===== config.mk =====
export PLATFORM = sky130hd
export DESIGN_NAME = pio_poll_port
export DESIGN_NICKNAME = d
export VERILOG_FILES = /design/src/rtl/pio_pkg.sv /design/src/rtl/pio_sync.sv /design/src/rtl/pio_dev_hs.sv /design/src/rtl/pio_bus_if.sv /design/src/rtl/pio_poll_port.sv
export SDC_FILE = /design/constraint.sdc
export NUM_CORES = 1
export LEC_CHECK = 0
export ABC_AREA = 1
export BUFFER_PORTS_ARGS = -buffer_cell sky130_fd_sc_hd__buf_4
export CORE_MARGIN = 5
export CORE_UTILIZATION = 40
export CTS_BUF_LIST = sky130_fd_sc_hd__clkbuf_8 sky130_fd_sc_hd__clkbuf_16
export DETAILED_ROUTE_END_ITERATION = 10
export GPL_ROUTABILITY_DRIVEN = 0
export GPL_TIMING_DRIVEN = 0
export MAX_ROUTING_LAYER = met4
export PLACE_DENSITY_LB_ADDON = 0.25
export SKIP_CTS_REPAIR_TIMING = 1
export SYNTH_ARGS = -nofsm -noshare
export SYNTH_HDL_FRONTEND = slang
export SYNTH_SLANG_ARGS = --single-unit
export TNS_END_PERCENT = 1

===== constraint.sdc =====
create_clock -name clk -period 1.23 [get_ports clk]
set_clock_uncertainty 0.05 [all_clocks]
set_input_delay 0.246 -clock clk [delete_from_list [all_inputs] [get_ports clk]]
set_output_delay 0.246 -clock clk [all_outputs]
set_load 0.005 [all_outputs]

===== src/rtl/pio_pkg.sv =====
// Shared definitions for the polled input port: register offsets,
// control-bit positions and the small enums used by the submodules.
package pio_pkg;

    // Register offsets from the port base address.
    localparam int OFS_STAT = 0;
    localparam int OFS_DATA = 1;
    localparam int OFS_CTRL = 2;

    // Control-register bit positions.
    localparam int CTRL_EN_BIT   = 0;
    localparam int CTRL_DROP_BIT = 1;

    // Device-side handshake state.
    typedef enum logic {
        HS_IDLE = 1'b0,
        HS_HOLD = 1'b1
    } hs_state_e;

    // Decoded register selection.
    typedef enum logic [1:0] {
        SEL_NONE = 2'd0,
        SEL_STAT = 2'd1,
        SEL_DATA = 2'd2,
        SEL_CTRL = 2'd3
    } reg_sel_e;

endpackage


===== src/rtl/pio_sync.sv =====
// Multi-stage synchronizer for one asynchronous level.
// Assumes the input is a slow level (a handshake line), not a pulse.
module pio_sync #(
    parameter int STAGES = 2
) (
    input  logic clk,
    input  logic rst_n,
    input  logic async_in,
    output logic sync_out
);

    logic [STAGES-1:0] chain_q;

    // Shift the asynchronous level through the flop chain.
    always_ff @(posedge clk) begin
        if (!rst_n) begin
            chain_q <= '0;
        end else begin
            chain_q <= {chain_q[STAGES-2:0], async_in};
        end
    end

    assign sync_out = chain_q[STAGES-1];

endmodule


===== src/rtl/pio_dev_hs.sv =====
// Device-side handshake and holding register.
// Accepts one item when the synchronized valid is high, the holding
// register is empty and accept is enabled. It then holds acknowledge
// until valid falls. Assumes the device keeps dev_data stable while valid
// is high, so the data lines need no synchronizer.
module pio_dev_hs
    import pio_pkg::*;
#(
    parameter int DATA_W = 8
) (
    input  logic              clk,
    input  logic              rst_n,
    input  logic              valid_s,
    input  logic [DATA_W-1:0] dev_data,
    input  logic              accept_en,
    input  logic              take,
    output logic              dev_ack,
    output logic              item_flag,
    output logic [DATA_W-1:0] item_data
);

    hs_state_e         state_q;
    logic              load;
    logic              flag_q;
    logic [DATA_W-1:0] data_q;

    // Accept only from idle, with an empty register and enable set.
    assign load = (state_q == HS_IDLE) && valid_s && !flag_q && accept_en;

    // Handshake state: hold acknowledge until the device drops valid.
    always_ff @(posedge clk) begin
        if (!rst_n) begin
            state_q <= HS_IDLE;
        end else begin
            case (state_q)
                HS_IDLE: if (load)     state_q <= HS_HOLD;
                HS_HOLD: if (!valid_s) state_q <= HS_IDLE;
                default:               state_q <= HS_IDLE;
            endcase
        end
    end

    // Ready flag: set on acceptance, cleared by a processor take.
    always_ff @(posedge clk) begin
        if (!rst_n) begin
            flag_q <= 1'b0;
        end else if (load) begin
            flag_q <= 1'b1;
        end else if (take) begin
            flag_q <= 1'b0;
        end
    end

    // Holding register: capture device data on acceptance.
    always_ff @(posedge clk) begin
        if (!rst_n) begin
            data_q <= '0;
        end else if (load) begin
            data_q <= dev_data;
        end
    end

    assign dev_ack   = (state_q == HS_HOLD);
    assign item_flag = flag_q;
    assign item_data = data_q;

endmodule


===== src/rtl/pio_bus_if.sv =====
// Processor-side decode, control register and read-data multiplexer.
// Assumes single-cycle strobes. Read data is combinational and zero
// unless a mapped register is being read.
module pio_bus_if
    import pio_pkg::*;
#(
    parameter int          DATA_W    = 8,
    parameter int          ADDR_W    = 8,
    parameter int unsigned BASE_ADDR = 32'h40
) (
    input  logic              clk,
    input  logic              rst_n,
    input  logic [ADDR_W-1:0] io_addr,
    input  logic              io_rd,
    input  logic              io_wr,
    input  logic [DATA_W-1:0] io_wdata,
    input  logic              item_flag,
    input  logic [DATA_W-1:0] item_data,
    output logic [DATA_W-1:0] io_rdata,
    output logic              accept_en,
    output logic              take
);

    localparam logic [ADDR_W-1:0] ADDR_STAT = ADDR_W'(BASE_ADDR + OFS_STAT);
    localparam logic [ADDR_W-1:0] ADDR_DATA = ADDR_W'(BASE_ADDR + OFS_DATA);
    localparam logic [ADDR_W-1:0] ADDR_CTRL = ADDR_W'(BASE_ADDR + OFS_CTRL);

    reg_sel_e sel;
    logic     en_q;
    logic     unused_wdata_hi;

    assign unused_wdata_hi = |io_wdata[DATA_W-1:2];

    // Address decode to a register select.
    always_comb begin
        if (io_addr == ADDR_STAT)      sel = SEL_STAT;
        else if (io_addr == ADDR_DATA) sel = SEL_DATA;
        else if (io_addr == ADDR_CTRL) sel = SEL_CTRL;
        else                           sel = SEL_NONE;
    end

    // Accept-enable bit, loaded by a control write.
    always_ff @(posedge clk) begin
        if (!rst_n) begin
            en_q <= 1'b0;
        end else if (io_wr && sel == SEL_CTRL) begin
            en_q <= io_wdata[CTRL_EN_BIT];
        end
    end

    // Flag clear: data read or control discard.
    assign take = (io_rd && sel == SEL_DATA) ||
                  (io_wr && sel == SEL_CTRL && io_wdata[CTRL_DROP_BIT]);

    // Read multiplexer, zero when idle or unmapped.
    always_comb begin
        io_rdata = '0;
        if (io_rd) begin
            case (sel)
                SEL_STAT: io_rdata[0]           = item_flag;
                SEL_DATA: io_rdata              = item_data;
                SEL_CTRL: io_rdata[CTRL_EN_BIT] = en_q;
                default:  io_rdata              = '0;
            endcase
        end
    end

    assign accept_en = en_q;

endmodule


===== src/rtl/pio_poll_port.sv =====
// Polled input port: one holding register, a ready flag visible to the
// processor and a four-phase valid/acknowledge toward the device.
// Raises no interrupt, so software paces transfers by polling the flag.
module pio_poll_port #(
    parameter int          DATA_W      = 8,
    parameter int          ADDR_W      = 8,
    parameter int unsigned BASE_ADDR   = 32'h40,
    parameter int          SYNC_STAGES = 2
) (
    input  logic              clk,
    input  logic              rst_n,
    input  logic [ADDR_W-1:0] io_addr,
    input  logic              io_rd,
    input  logic              io_wr,
    input  logic [DATA_W-1:0] io_wdata,
    output logic [DATA_W-1:0] io_rdata,
    input  logic [DATA_W-1:0] dev_data,
    input  logic              dev_valid,
    output logic              dev_ack
);

    logic              valid_s;
    logic              accept_en;
    logic              take;
    logic              item_flag;
    logic [DATA_W-1:0] item_data;

    pio_sync #(.STAGES(SYNC_STAGES)) u_sync (
        .clk      (clk),
        .rst_n    (rst_n),
        .async_in (dev_valid),
        .sync_out (valid_s)
    );

    pio_dev_hs #(.DATA_W(DATA_W)) u_hs (
        .clk       (clk),
        .rst_n     (rst_n),
        .valid_s   (valid_s),
        .dev_data  (dev_data),
        .accept_en (accept_en),
        .take      (take),
        .dev_ack   (dev_ack),
        .item_flag (item_flag),
        .item_data (item_data)
    );

    pio_bus_if #(
        .DATA_W    (DATA_W),
        .ADDR_W    (ADDR_W),
        .BASE_ADDR (BASE_ADDR)
    ) u_bus (
        .clk       (clk),
        .rst_n     (rst_n),
        .io_addr   (io_addr),
        .io_rd     (io_rd),
        .io_wr     (io_wr),
        .io_wdata  (io_wdata),
        .item_flag (item_flag),
        .item_data (item_data),
        .io_rdata  (io_rdata),
        .accept_en (accept_en),
        .take      (take)
    );

endmodule


==> metrics.cfg <==
[setup_path]
crit_required_ns=0.93
path_cells=buf_4 -> inv_2 -> nand2_2 -> nor2_4 -> nand3_4 -> nor2_2 -> buf_4
crit_arrival_ns=1.03
critPathBufInv=3
max_stage_delay_ns=0.16
crit_family=simple AND/OR/NAND/NOR gates
r2r-start=u_hs.item_flag$_SDFFE_PN0P_
startpoint=io_addr[7]
cp_max_fo=8
startpoint_type=input port
cp_common_cell=buf_4
slowest_stage=nor2_4
critPathCaptureType=output port
setup.worst_path.class=in2out

[synth]
ys_types=17
synth_compound_area_share_pct=16.8
synth_top_family_by_area=simple AND/OR/NAND/NOR gates
syn_area_per_cell_um2=7.12
ys_ff_latch=13
synth_area_um2=619
synth_fa_ha_area_share_pct=0
synthSimpleGateAreaFrac_pct=26.1
synth_mux_area_share_pct=0
synthXorXnorAreaFrac_pct=0
synth_cells=87
seq_area_frac_synth_pct=42.0
ys_warn_count=0
syn-num-nets=116

[pwr]
p_per_area_nw_per_um2=909
switching_power_mw=0.193
ir_drop_v=0.000938
power_leakage_nw=0.452
combPwrFrac_pct=11.4
switching_share_pct=21.4
clkPwrFrac_pct=41.4
intPower_mw=0.709
power_frac_seq_pct=47.2

[die]
die_y_um=49.4
rows=14
die-area_um2=2440
io-pin-count=38
die_x_um=49.4
core-area_um2=1490
start_util_pct=41.6

[min_path]
min-delay-start=dev_valid
hold_path_class=in2reg

[drt]
viasPerCell=4.67
drc=0
route.detailed.wl_per_inst_um=10.6
drt_iter0_markers=5
antenna_left=0
wirelength_um=1490
vias=658
firstDrtPassIters=3

[cts]
clock-sinks=13
cts_root_buffer=clkbuf_8
cts_tree=yes
cts_buffers=3
clkTransAtPathRegs_ns=0.05
htree_levels=1
cts_buffer_depth=2
clkLatencyLatePin_ns=0.24

[final_layout]
drive_above_1_share_pct=50.4
syn_to_final_growth_pct=60.2
utilization_pct=66.6
nets=155
n_antenna_cell=0

[global_route]
antenna_found_initial=0
grt_max_degree=11
grt_pass1_vias=569
track_usage_pct=12.3
grt_overflow=0
grt_pass1_wl_um=2320

[place]
numPortBuffers=31
dp_hpwl_um=1070

[sta]
setup_tns_ns=-0.629
rsz0062_at_grt=yes
setup_violations=8
final_max_slew_viol_count=0
period_share_pct=108
hold_viol=0
setup_slack_ns=-0.0988
whs_ns=0.133
period_minus_slack_ns=1.33
worst_pin_slew_ns=0.362
relSlewSlack_pct=75.9
fmax_mhz=753

[run]
cap_violations=0

[run_status]
violations=negative setup slack
status=finished, violations left

## logic make-up (layout without fill, tap and decap cells)
kind of cell,count (synthesis),after routing
compound gates,20,20
simple gates,31,31
flops,13,13
buf+inv,23,61
## final cells by class
type / count / area [um2]
repair buffers: 34 / 263
plain buffers: 2 / 15.0
inverters: 21 / 78.8
fillers: 139 / 497
clock inverters: 1 / 5.00
clock buffers: 3 / 41.3
flip-flops and latches: 13 / 262
multi-input cells: 51 / 308
well taps: 16 / 20.0
## path summary, 6_finish.rpt
path                                    end  slack [ns]  depth (start not counted)
max                             io_rdata[1]        -0.1                          7
min            u_sync.chain_q[0]$_SDFF_PN0_        0.13                          3
max reg2reg  u_hs.item_data[1]$_SDFFE_PN0P_        0.16                          4
min reg2reg    u_sync.chain_q[1]$_SDFF_PN0_        0.37                          2
## tightest hold or removal path: stages
cell	delay [ns]
buf_4	0.07
nand2_1	0.04
inv_1	0.04
## state kept, by name (all words and copies together) (netlist names)
name,flops
u_sync.chain_q,2
u_bus.accept_en,1
u_hs.dev_ack,1
u_hs.item_data,8
u_hs.item_flag,1
## synth_stat cells
cell	number	area share (%)
clkbuf_1	1	0.61
nand3_1	5	4.0
a21oi_2	1	1.4
buf_6	1	1.8
nand2_1	9	5.5
nor2_2	1	1.0
nand3_4	1	2.8
o21ai_0	9	7.3
a21oi_1	10	8.1
nand3_2	1	1.6
nand2_2	2	2.0
nor2_1	9	5.5
nor2_4	1	1.8
nor3_1	1	0.81
inv_1	21	13
dfxtp_1	13	42
nand4_1	1	1.0
## through the flow
stage	std cells	instance area, um2	power [mW]	setup WS, ns
2_1_floorplan	87	619	0.463	0.168
3_3_place_gp	134	872	0.521	-0.0937
3_5_place_dp	134	872	0.524	-0.106
4_1_cts	138	918	0.904	-0.107
5_1_grt	141	992	0.947	-0.157
6_report	141	992	0.902	-0.0988
## power groups by stage
stage / sequential, mW / combinational [mW] / clock, mW
final: 0.426 / 0.103 / 0.373
after global placement: 0.435 / 0.0863 / 0
after global routing: 0.426 / 0.113 / 0.408
after CTS: 0.426 / 0.0888 / 0.389
after detailed placement: 0.435 / 0.0884 / 0
after floorplan: 0.435 / 0.0284 / 0
## metal layers
| metal | vias up | track usage (%) | part of all wire (%) | wire length (um) |
|---|---|---|---|---|
| met1 | 288 | 13.3 | 42 | 630 |
| met2 | 23 | 18.9 | 48 | 723 |
| met4 | 0 | 8.07 | 1.7 | 25 |
| met5 | - | - | 0 | 0 |
| met3 | 4 | 4.28 | 7.6 | 113 |
| li1 | 343 | - | - | - |
## placed cells by master (no fill, tap or decap), types with 2 or more instances in the layout
| cell type | count |
|---|---|
| o21ai_0 | 9 |
| a21oi_1 | 10 |
| clkbuf_8 | 3 |
| nor2_2 | 7 |
| buf_6 | 3 |
| nand2_1 | 7 |
| inv_1 | 16 |
| nand2_2 | 3 |
| nand3_2 | 2 |
| dfxtp_1 | 12 |
| buf_4 | 32 |
| nor2_4 | 2 |
| nor2_1 | 2 |
| inv_2 | 5 |
| nand3_1 | 4 |
(Power assumes the default switching activity.)
